==> src/rtl/rcr_pkg.sv <==
package rcr_pkg;
    localparam int REG_W    = 8;
    localparam int TRIM_W   = 2;
    localparam int CAUSE_W  = 2;

    localparam int B_PLL32  = 7;
    localparam int B_TRIM_H = 6;
    localparam int B_TRIM_L = 5;
    localparam int B_WDG    = 4;
    localparam int B_PLL    = 3;
    localparam int B_LVD    = 2;
    localparam int B_AVD    = 1;
    localparam int B_IEN    = 0;

    typedef enum logic [1:0] {
        FL_NONE    = 2'b00,
        FL_WDG     = 2'b01,
        FL_LVD     = 2'b10,
        FL_LVD_WDG = 2'b11
    } flag_state_t;

    typedef enum logic [CAUSE_W-1:0] {
        CAUSE_PIN = 2'd0,
        CAUSE_WDG = 2'd1,
        CAUSE_LVD = 2'd2
    } cause_t;

    typedef enum logic {
        IRQ_IDLE = 1'b0,
        IRQ_PEND = 1'b1
    } irq_state_t;
endpackage

==> src/rtl/rcr_flag_fsm.sv <==
module rcr_flag_fsm
    import rcr_pkg::*;
(
    input  logic               clk,
    input  logic               por_n,
    input  logic               evt_any,
    input  logic               evt_wdg,
    input  logic               evt_lvd,
    input  logic               rd,
    input  logic               wr,
    input  logic               wr_wdg_bit,
    output logic               wdg_flag,
    output logic               lvd_flag,
    output logic [CAUSE_W-1:0] cause
);
    flag_state_t state_q, state_d;

    always_ff @(posedge clk or negedge por_n) begin
        if (!por_n) state_q <= FL_NONE;
        else        state_q <= state_d;
    end

    always_comb begin
        state_d = state_q;
        if (evt_lvd) begin
            state_d = FL_LVD;
        end else if (evt_wdg) begin
            unique case (state_q)
                FL_NONE, FL_WDG:    state_d = FL_WDG;
                FL_LVD, FL_LVD_WDG: state_d = FL_LVD_WDG;
                default:            state_d = FL_WDG;
            endcase
        end else if (evt_any) begin
            state_d = state_q;
        end else if (rd) begin
            state_d = FL_NONE;
        end else if (wr && !wr_wdg_bit) begin
            unique case (state_q)
                FL_NONE, FL_WDG:    state_d = FL_NONE;
                FL_LVD, FL_LVD_WDG: state_d = FL_LVD;
                default:            state_d = FL_NONE;
            endcase
        end
    end

    always_comb begin
        wdg_flag = 1'b0;
        lvd_flag = 1'b0;
        cause    = CAUSE_PIN;
        unique case (state_q)
            FL_NONE:    cause = CAUSE_PIN;
            FL_WDG:     begin wdg_flag = 1'b1; cause = CAUSE_WDG; end
            FL_LVD:     begin lvd_flag = 1'b1; cause = CAUSE_LVD; end
            FL_LVD_WDG: begin wdg_flag = 1'b1; lvd_flag = 1'b1; cause = CAUSE_LVD; end
            default:    cause = CAUSE_PIN;
        endcase
    end
endmodule

==> src/rtl/rcr_ctrl_bits.sv <==
module rcr_ctrl_bits
    import rcr_pkg::*;
#(
    parameter int              T_W      = TRIM_W,
    parameter logic [T_W-1:0]  TRIM_RST = '1
) (
    input  logic           clk,
    input  logic           por_n,
    input  logic           evt_any,
    input  logic           wr,
    input  logic [T_W-1:0] wr_trim,
    input  logic           wr_ien,
    output logic [T_W-1:0] trim,
    output logic           ien
);
    always_ff @(posedge clk or negedge por_n) begin
        if (!por_n) begin
            trim <= TRIM_RST;
            ien  <= 1'b0;
        end else if (evt_any) begin
            trim <= TRIM_RST;
            ien  <= 1'b0;
        end else if (wr) begin
            trim <= wr_trim;
            ien  <= wr_ien;
        end
    end
endmodule

==> src/rtl/rcr_avd_irq.sv <==
module rcr_avd_irq
    import rcr_pkg::*;
(
    input  logic clk,
    input  logic por_n,
    input  logic evt_any,
    input  logic avd_in,
    input  logic ien,
    input  logic ack,
    output logic avd_q,
    output logic irq
);
    irq_state_t st_q, st_d;
    logic       rise;

    assign rise = avd_in && !avd_q;

    always_ff @(posedge clk or negedge por_n) begin
        if (!por_n) avd_q <= 1'b0;
        else        avd_q <= avd_in;
    end

    always_ff @(posedge clk or negedge por_n) begin
        if (!por_n) st_q <= IRQ_IDLE;
        else        st_q <= st_d;
    end

    always_comb begin
        st_d = st_q;
        if (evt_any) begin
            st_d = IRQ_IDLE;
        end else begin
            unique case (st_q)
                IRQ_IDLE: if (rise && ien) st_d = IRQ_PEND;
                IRQ_PEND: if (!(rise && ien) && ack) st_d = IRQ_IDLE;
                default:  st_d = IRQ_IDLE;
            endcase
        end
    end

    always_comb begin
        irq = (st_q == IRQ_PEND);
    end
endmodule

==> src/rtl/rst_cause_reg.sv <==
module rst_cause_reg
    import rcr_pkg::*;
(
    input  logic               clk,
    input  logic               por_n,
    input  logic               evt_ext,
    input  logic               evt_wdg,
    input  logic               evt_lvd,
    input  logic               cpu_rd,
    input  logic               cpu_wr,
    input  logic [REG_W-1:0]   cpu_wdata,
    input  logic               pll32_lock,
    input  logic               pll_lock,
    input  logic               avd_level,
    input  logic               irq_ack,
    output logic [REG_W-1:0]   rd_data,
    output logic               irq,
    output logic [TRIM_W-1:0]  trim,
    output logic [CAUSE_W-1:0] cause
);
    logic evt_any;
    logic wdg_flag, lvd_flag, ien, avd_q;

    assign evt_any = evt_ext | evt_wdg | evt_lvd;

    rcr_flag_fsm u_flags (
        .clk        (clk),
        .por_n      (por_n),
        .evt_any    (evt_any),
        .evt_wdg    (evt_wdg),
        .evt_lvd    (evt_lvd),
        .rd         (cpu_rd),
        .wr         (cpu_wr),
        .wr_wdg_bit (cpu_wdata[B_WDG]),
        .wdg_flag   (wdg_flag),
        .lvd_flag   (lvd_flag),
        .cause      (cause)
    );

    rcr_ctrl_bits #(.T_W(TRIM_W), .TRIM_RST(2'b11)) u_ctrl (
        .clk     (clk),
        .por_n   (por_n),
        .evt_any (evt_any),
        .wr      (cpu_wr),
        .wr_trim (cpu_wdata[B_TRIM_H:B_TRIM_L]),
        .wr_ien  (cpu_wdata[B_IEN]),
        .trim    (trim),
        .ien     (ien)
    );

    rcr_avd_irq u_irq (
        .clk     (clk),
        .por_n   (por_n),
        .evt_any (evt_any),
        .avd_in  (avd_level),
        .ien     (ien),
        .ack     (irq_ack),
        .avd_q   (avd_q),
        .irq     (irq)
    );

    always_comb begin
        rd_data                    = '0;
        rd_data[B_PLL32]           = pll32_lock;
        rd_data[B_TRIM_H:B_TRIM_L] = trim;
        rd_data[B_WDG]             = wdg_flag;
        rd_data[B_PLL]             = pll_lock;
        rd_data[B_LVD]             = lvd_flag;
        rd_data[B_AVD]             = avd_q;
        rd_data[B_IEN]             = ien;
    end
endmodule

==> config.mk <==
export PLATFORM = sky130hd
export DESIGN_NAME = rst_cause_reg
export DESIGN_NICKNAME = d
export VERILOG_FILES = /design/src/rtl/rcr_pkg.sv /design/src/rtl/rcr_flag_fsm.sv /design/src/rtl/rcr_ctrl_bits.sv /design/src/rtl/rcr_avd_irq.sv /design/src/rtl/rst_cause_reg.sv
export SDC_FILE = /design/constraint.sdc
export NUM_CORES = 1
export LEC_CHECK = 0
export BUFFER_PORTS_ARGS = -buffer_cell sky130_fd_sc_hd__buf_4
export CORE_AREA = 2 2 39 41
export CTS_CLUSTER_DIAMETER = 40
export DETAILED_ROUTE_END_ITERATION = 16
export DIE_AREA = 0 0 41 43
export GPL_ROUTABILITY_DRIVEN = 0
export GPL_TIMING_DRIVEN = 0
export PLACE_DENSITY = 0.64
export SYNTH_ARGS = -nofsm -noshare
export SYNTH_HDL_FRONTEND = slang
export SYNTH_SLANG_ARGS = --single-unit
==> constraint.sdc <==
create_clock -name clk -period 1.15 [get_ports clk]
set_input_delay 0.0575 -clock clk [delete_from_list [all_inputs] [get_ports clk]]
set_output_delay 0.0575 -clock clk [all_outputs]
set_load 0.02 [all_outputs]
==> results of run 1 <==
==> state kept, by name (all words and copies together) (netlist names) <==
name	flops
u_ctrl.trim	2
u_flags.state_q	2
u_ctrl.ien	1
u_irq.avd_q	1
u_irq.irq	1
==> cell families after synthesis <==
| group | synth area share, % |
|---|---|
| simple gates | 16.9 |
| mux | 8.11 |
| compound gates | 5.75 |
| flops | 48.0 |
| buf+inv | 21.3 |
==> cell usage after synthesis <==
cell type  n  share of area (%)
dfstp_2    2                 14
o22ai_1    1                1.7
nor2_1     2                2.0
buf_4      9                 18
a21o_1     1                2.0
nand2_1    4                4.1
nor2b_1    3                5.1
inv_1      1                1.0
dfrtp_1    5                 34
and2_1     1                1.7
clkbuf_1   2                2.0
mux2i_1    3                8.1
o21a_1     1                2.0
nor3_1     1                1.4
nor3_2     1                2.7
==> tightest hold or removal path, cell delays in order <==
cell and delay [ns]:
buf_4 0.08, mux2i_1 0.05, nand2_1 0.06
==> per-stage QoR <==
step	power, W	instances	instance area, um2	hold WS, ns	utilization [%]
finish	0.000612	86	644	0.0379	46.6
global route	0.000660	86	644	0.0262	46.6
CTS	0.000620	85	634	0.00412	45.8
detailed placement	0.000395	78	578	-0.127	41.8
global placement	0.000393	78	578	-0.127	41.8
floorplan	0.000327	37	370	-0.238	-
==> per-layer routing <==
layer  global-route usage (%)  vias up
li1                         -      175
met1                     9.90      160
met2                     15.0       13
met3                     7.85        0
met4                        0        0
met5                        0        -
==> final cells by class <==
type | count | area [um2]
Buffer | 11 | 75.1
Clock buffer | 4 | 26.3
Fill cell | 144 | 739
Inverter | 1 | 3.75
Multi-Input combinational cell | 18 | 114
Sequential cell | 7 | 178
Tap cell | 16 | 20.0
Timing Repair Buffer | 29 | 228
==> path summary, 6_finish.rpt <==
path | start | to | depth (start not counted)
max in group asynchronous | por_n | u_ctrl.trim[1] | 2
setup / recovery | u_flags.state_q[1] | cause[1] | 3
min in group asynchronous | por_n | u_irq.avd_q | 2
setup reg to reg | u_ctrl.ien | u_irq.irq | 3
hold reg to reg | u_flags.state_q[1] | u_flags.state_q[1] | 1
hold / removal | cpu_wdata[5] | u_ctrl.trim[0] | 3
==> power breakdown <==
| group | leakage [nW] | switching, W | total (W) | internal, W |
|---|---|---|---|---|
| combinational | 0.222 | 0.0000567 | 0.000140 | 0.0000836 |
| sequential | 0.0828 | 0.00000528 | 0.000262 | 0.000256 |
| clock | 0.0150 | 0.0000786 | 0.000210 | 0.000132 |
| total | 0.320 | 0.000141 | 0.000612 | 0.000472 |
==> timing repair <==
| item | in CTS | in global routing |
|---|---|---|
| setup buffers | 0 | 0 |
| setup endpoints to repair | 0 | 0 |
| endpoints found under the hold margin | 9 | 1 |
| hold buffers | 3 | 1 |
==> results.toml, run 1 <==
[global_route]
global_route.usage.total_pct = 9.41
antenna_found_initial = 0
grt_start_max_net_pins = 8
grt_overflow = 0
grt_pass1_vias = 277
grt_pass1_wl_um = 1090

[final_layout]
diodes = 0
final_cell_mix = "34 x buf_4, 5 x dfrtp_1, 4 x nand2_1, 4 x dlygate4sd3_1"
drive_gt1_share_pct = 57.1
final_common_cell = "buf_4"
area_growth_pct = 74.0
finalNetCount = 90

[floorplan]
core-area_um2 = 1380
row_count = 14
start_util_pct = 26.8
dieArea_um2 = 1760
die_w_um = 41
die_y_um = 43
ioPinCount = 32

[power]
p_per_area_nw_per_um2 = 950
leakagePower_nw = 0.320
ir_drop_uv = 831

[timing]
finalCritPeriodShare_pct = 92.8
period_needed_ns = 1.07
finalWorstSetupSlack_ns = 0.0832
slew_viol_final = 0
grt_setup_unrepaired = "false"
max_freq_mhz = 937
worst_pin_slew_ns = 0.467
final.setup.tns_ns = 0
hold_viol = 0
skew_ns = 0.00119
relSlewSlack_pct = 68.7
setup_viol = 0

[placement]
dp_slack_ns = 0.259
portBuffers = 25
dp_hpwl_um = 579

[routing]
drt_wl_total_um = 816
wl_per_cell_um = 9.49
viasPerCell = 4.05
dr_wl_met3_um = 65
wl_met1_um = 268
drtIter0Drc = 4
vias = 348
route.met2.wl_um = 482
drc = 0
drtPass1Iterations = 2
highest_layer = "met3"
ant_nets = 0

[clocking]
root_buffer = "clkbuf_4"
clock_sinks = 7
cts_resized = 0
clk_pin_slew_ns = 0.05
clk-insertion-delay-late_ns = 0.24
cts_made_buffers = 3
h-tree-depth = 1
clock_path_buffers = 2
cts_tree = "built"

[yosys]
yosysSeqAreaShare_pct = 48.0
ys_ff_latch = 7
yosysWarnings = 0
ys_types = 15
synth_nets = 56
synth_area_um2 = 370
syn-mean-instance-area_um2 = 10.0
synthCells = 37

[worst_setup_path]
worstPathRequired_ns = 1.09
startpoint_type = "register"
cp_common_cell = "buf_4"
cp_top_family = "flip-flops"
cp.arrival_ns = 1.01
path_cells = "clkbuf_1, buf_4, buf_4"
slowest_delay_ns = 0.39
crit_buf_inv = 3
crit_type = "reg -> out"
slowest_stage = "dfrtp_1"
crit_fanout = 3
end_kind = "output port"
ff2ff_setup_slack_ns = 0.37

[outcome]
status = "complete, no violations"

[hold_path]
hp-class = "in -> reg"

[job]
maxCapViolCount = 0
(Power assumes the default switching activity.)
==> inputs of run 2 (changes only) <==
--- a/config.mk
+++ b/config.mk
@@ -6,6 +6,7 @@
 export NUM_CORES = 1
 export LEC_CHECK = 0
 export BUFFER_PORTS_ARGS = -buffer_cell sky130_fd_sc_hd__buf_4
+export CAP_MARGIN = 20
 export CORE_AREA = 2 2 39 41
 export CTS_CLUSTER_DIAMETER = 40
 export DETAILED_ROUTE_END_ITERATION = 16
@@ -13,6 +14,7 @@
 export GPL_ROUTABILITY_DRIVEN = 0
 export GPL_TIMING_DRIVEN = 0
 export PLACE_DENSITY = 0.64
+export REMOVE_ABC_BUFFERS = 1
 export SYNTH_ARGS = -nofsm -noshare
 export SYNTH_HDL_FRONTEND = slang
 export SYNTH_SLANG_ARGS = --single-unit
==> run 2 against run 1 <==
  * Fmax grew 8.2%
  * Global-route usage grew 0.092 points
  * First-iteration DRC count shrank 75%
  * Cell area shrank 15%
  * Via count shrank 13%
  * Flip-flop and latch count is the same
  * Sequential power is essentially flat
  * Power shrank 3.8%
  * Critical endpoint is now trim[1]
  * Highest routed layer unchanged
==> results.toml, run 2 (same netlist as run 1, synthesis figures left out) <==
[outcome]
status = "complete, no violations"

[clocking]
clk_pin_slew_ns = 0.05
clk-insertion-delay-late_ns = 0.25
cts_tree = "built"
clock_sinks = 7
h-tree-depth = 1
root_buffer = "clkbuf_4"
clock_path_buffers = 2
cts_made_buffers = 3
postCtsSetupBuffers = 0

[timing]
period_needed_ns = 0.986
setup_viol = 0
grt_setup_unrepaired = "false"
final.setup.tns_ns = 0
skew_ns = 0.00472
worst_pin_slew_ns = 0.263
finalCritPeriodShare_pct = 85.7
max_freq_mhz = 1010
relSlewSlack_pct = 82.4
hold_viol = 0
slew_viol_final = 0

[floorplan]
start_util_pct = 26.8
core-area_um2 = 1380
die_y_um = 43
ioPinCount = 32
row_count = 14
dieArea_um2 = 1760
die_w_um = 41

[final_layout]
final_common_cell = "buf_4"
final_cell_mix = "23 x buf_4, 5 x dfrtp_1, 4 x nand2_1"
num-fill-cells = 149
finalNetCount = 76
drive_gt1_share_pct = 53.6
top_regs = "u_ctrl.trim: 2 flops, u_flags.state_q: 2 flops"
diodes = 0
design_area_um2 = 549
area_growth_pct = 48.3

[routing]
viasPerCell = 4.21
wl_met1_um = 283
ant_nets = 0
route.met2.wl_um = 392
drtPass1Iterations = 2
wl_per_cell_um = 10.4
drt_wl_total_um = 749
drc = 0
drtIter0Drc = 1
dr_wl_met3_um = 73
vias = 303
highest_layer = "met3"

[power]
leakagePower_nw = 0.263
ir_drop_uv = 417
p_per_area_nw_per_um2 = 1070
fin_total_pwr_w = 0.000589

[hold_path]
min_path_cells = 3
worst_hold_path.endpoint = "u_ctrl.trim[1]"
hp-class = "in -> reg"
hp-start = "cpu_wdata[6]"

[worst_setup_path]
timing.rr.start = "u_ctrl.ien"
startpoint_type = "register"
crit_fanout = 3
slowest_delay_ns = 0.54
crit_buf_inv = 1
r2r-end = "u_irq.irq"
end_kind = "output port"
worstPathRequired_ns = 1.09
ff2ff_setup_slack_ns = 0.34
path_cells = "buf_4"
crit_type = "reg -> out"
reg2reg_depth = 3
slowest_stage = "dfstp_2"
cp.arrival_ns = 0.93
cp_top_family = "flip-flops"

[global_route]
grt_start_max_net_pins = 8
grt_overflow = 0
grt_pass1_vias = 257
antenna_found_initial = 0
grt_pass1_wl_um = 1100
global_route.usage.total_pct = 9.50

[placement]
dpl_cell_area_um2 = 488
portBuffers = 23

[job]
maxCapViolCount = 0
[run 2: cell types whose count changed in the layout (fill, tap and decap cells not counted)]
cell / change
dlygate4sd3_1: -1
buf_4: -11
nor3_1: -1
nor3_2: +1
clkbuf_1: -2
[run 2: what timing repair did]
action / CTS / global route
hold endpoints to repair: 9 / 0
gates resized for setup: 0 / 1
hold buffers: 3 / 0
setup endpoints to repair: 0 / 2
[run 2: power by group]
group	total (W)	switching (W)	internal [W]	leakage (nW)
sequential	0.000262	0.00000584	0.000256	0.0828
combinational	0.000106	0.0000462	0.0000601	0.165
clock	0.000221	0.0000887	0.000132	0.0150
total	0.000589	0.000141	0.000448	0.263
[run 2: metal layers]
| metal | GRT usage (%) | up-vias |
|---|---|---|
| met5 | 0 | - |
| met4 | 6.00 | 0 |
| met3 | 4.19 | 0 |
| met2 | 12.5 | 15 |
| met1 | 12.2 | 140 |
| li1 | - | 148 |
[run 2: final cells by class]
class                           count  area (um2)  area share (%)
Multi-Input combinational cell     18         119            21.6
Clock buffer                        4        26.3            4.78
Sequential cell                     7         178            32.3
Tap cell                           16        20.0            3.64
Inverter                            1        3.75           0.683
Timing Repair Buffer               26         203            36.9
[run 2: tightest hold or removal path: cells and delay by family]
kind	cells	cell delay, ns
buffers and inverters	1	0.08
and+or+nand+nor	1	0.06
muxes	1	0.05
[run 2: worst max path at each step]
stage               slack, ns  cells after the start          to          startpoint
global route             0.12                      1  rd_data[6]      u_ctrl.trim[1]
finish                   0.16                      1     trim[1]      u_ctrl.trim[1]
CTS                      0.01                      4   u_irq.irq             evt_lvd
detailed placement       0.27                      3  u_ctrl.ien             evt_ext
floorplan                0.20                      1    cause[0]  u_flags.state_q[1]
global placement         0.30                      3   u_irq.irq             evt_ext
[run 2: per-stage QoR]
step                utilization, %  std cells  setup WS (ns)  hold slack (ns)
global route                  39.7         72          0.123           0.0272
floorplan                        -         26          0.198           -0.238
detailed placement            35.3         65          0.273           -0.124
global placement              35.3         65          0.304           -0.127
finish                        39.7         72          0.164           0.0283
CTS                           39.3         72         0.0138           0.0220
==> inputs of run 3 (changes only) <==
--- a/config.mk
+++ b/config.mk
@@ -5,15 +5,15 @@
 export SDC_FILE = /design/constraint.sdc
 export NUM_CORES = 1
 export LEC_CHECK = 0
-export BUFFER_PORTS_ARGS = -buffer_cell sky130_fd_sc_hd__buf_4
 export CAP_MARGIN = 20
 export CORE_AREA = 2 2 39 41
 export CTS_CLUSTER_DIAMETER = 40
 export DETAILED_ROUTE_END_ITERATION = 16
 export DIE_AREA = 0 0 41 43
+export DONT_BUFFER_PORTS = 1
 export GPL_ROUTABILITY_DRIVEN = 0
 export GPL_TIMING_DRIVEN = 0
-export PLACE_DENSITY = 0.64
+export PLACE_DENSITY = 0.43
 export REMOVE_ABC_BUFFERS = 1
 export SYNTH_ARGS = -nofsm -noshare
 export SYNTH_HDL_FRONTEND = slang
==> run 3 against run 2 <==
  * Sequential share of layout area rose by 6.9 points
  * Clock skew fell by 0.0046 ns
  * Utilization fell by 6.8 points
  * Final cell count fell by 22%
  * Fmax fell by 4.9%
  * Cell area fell by 17%
  * Routed wire length fell by 4.4%
  * Setup slack got worse by 0.051 ns
  * Sequential power rose by 6%
  * Die area did not move
  * Flip-flop and latch count did not move
==> results.toml, run 3 (same netlist as run 1, synthesis figures left out) <==
[outcome]
status = "complete, no violations"

[power]
leakagePower_nw = 0.185
power_frac_comb_pct = 10.9
pwr-share-seq_pct = 49.2
p_per_area_nw_per_um2 = 1240
p_sw_share_pct = 24.7
power_frac_clock_pct = 39.9
intPower_w = 0.000426
switchingPower_w = 0.000140
ir_drop_uv = 376

[timing]
final.setup.tns_ns = 0
grt_setup_unrepaired = "false"
slew_viol_final = 0
hold_viol = 0
max_freq_mhz = 964
skew_ns = 0.0000982
period_needed_ns = 1.04
finalCritPeriodShare_pct = 90.2
setup_viol = 0
worst_pin_slew_ns = 0.312
relSlewSlack_pct = 79.1
finalWorstSetupSlack_ns = 0.113

[global_route]
grt_pass1_vias = 290
global_route.usage.total_pct = 10.5
grt_pass1_wl_um = 1100
grt_overflow = 0
grt_start_max_net_pins = 8
antenna_found_initial = 0

[worst_setup_path]
path_depth = 1
crit_buf_inv = 0
slowest_delay_ns = 0.47
end_kind = "output port"
crit_path_end = "cause[0]"
crit_fanout = 3
cp.arrival_ns = 0.98
crit_type = "reg -> out"
worstPathRequired_ns = 1.09
timing.rr.start = "u_ctrl.ien"
slowest_stage = "dfrtp_1"
startpoint_type = "register"
critPathLaunch = "u_flags.state_q[0]"
r2r-end = "u_irq.irq"
path_cells = "nor2b_4"
ff2ff_setup_slack_ns = 0.26
reg2reg_depth = 3
cp_top_family = "flip-flops"

[job]
maxCapViolCount = 0

[routing]
drc = 0
drt_wl_total_um = 716
ant_nets = 0
vias = 244
wl_per_cell_um = 12.8
drtIter0Drc = 2
drtPass1Iterations = 2
viasPerCell = 4.36

[clocking]
clk_pin_slew_ns = 0.06
clk-insertion-delay-late_ns = 0.25
clock_sinks = 7
h-tree-depth = 1
cts_tree = "built"
postCtsSetupBuffers = 0
clock_path_buffers = 2
root_buffer = "clkbuf_4"
cts_made_buffers = 3

[final_layout]
area_growth_pct = 23.0
finalNetCount = 60
num-fill-cells = 147
final_common_cell = "dlygate4sd3_1"
drive_gt1_share_pct = 22.5
top_regs = "u_ctrl.trim: 2 flops, u_flags.state_q: 2 flops"
final_cell_mix = "10 x dlygate4sd3_1, 4 x nand2_1, 4 x dfrtp_1, 3 x mux2i_1, 3 x clkbuf_4"
diodes = 0
fin_cells = 56

[floorplan]
start_util_pct = 26.8
die_w_um = 41
core-area_um2 = 1380
die_y_um = 43
ioPinCount = 32
row_count = 14
dieArea_um2 = 1760

[placement]
portBuffers = 0
place_inst = 42
dp_slack_ns = 0.161

[hold_path]
hp-class = "in -> reg"
run 3: cell count changes in the layout (fill, tap and decap cells not counted), sizes merged:
| cell | delta |
|---|---|
| dlygate4sd3 | +7 |
| buf | -23 |
run 3: final cells by class:
cell class	instances	area (um2)	area share (%)
Timing Repair Buffer	10	100	22.0
Multi-Input combinational cell	18	126	27.7
Sequential cell	7	179	39.3
Inverter	1	3.75	0.824
Tap cell	16	20.0	4.40
Clock buffer	4	26.3	5.77
run 3: power by group through the flow:
stage | clock network (W) | registers [W] | logic (W)
finish | 0.000226 | 0.000279 | 0.0000616
global route | 0.000259 | 0.000281 | 0.0000681
CTS | 0.000245 | 0.000279 | 0.0000614
detailed placement | 0 | 0.000282 | 0.0000234
global placement | 0 | 0.000282 | 0.0000221
floorplan | 0 | 0.000280 | 0.0000202
run 3: worst min path at each step:
stage | start | to | slack (ns) | cells after the start
floorplan | por_n | u_ctrl.ien | -0.24 | 0
global placement | por_n | u_irq.irq | -0.24 | 0
detailed placement | por_n | u_irq.irq | -0.24 | 0
CTS | irq_ack | u_irq.irq | 0.03 | 2
global route | irq_ack | u_irq.irq | 0.04 | 2
finish | irq_ack | u_irq.irq | 0.05 | 2
run 3: repair_timing:
| item | CTS | global route |
|---|---|---|
| hold buffers | 10 | 0 |
| pin swaps | 0 | 0 |
| gates resized for setup | 2 | 2 |
| setup endpoints to repair | 1 | 3 |
| hold endpoints to repair | 13 | 0 |
run 3: through the flow:
step           power [W]  area (um2)  hold WS, ns  utilization (%)
2_1_floorplan   0.000300         295       -0.238                -
3_3_place_gp    0.000304         315       -0.238             22.8
3_5_place_dp    0.000305         315       -0.238             22.8
4_1_cts         0.000585         449       0.0338             32.5
5_1_grt         0.000608         455       0.0443             32.9
6_report        0.000567         455       0.0458             32.9
run 3: per-layer routing:
layer	global-route usage, %	up-vias	wire length (um)
met2	15.9	17	384
li1	-	114	-
met5	0	-	0
met3	5.76	0	70
met1	8.79	113	262
met4	10.0	0	0
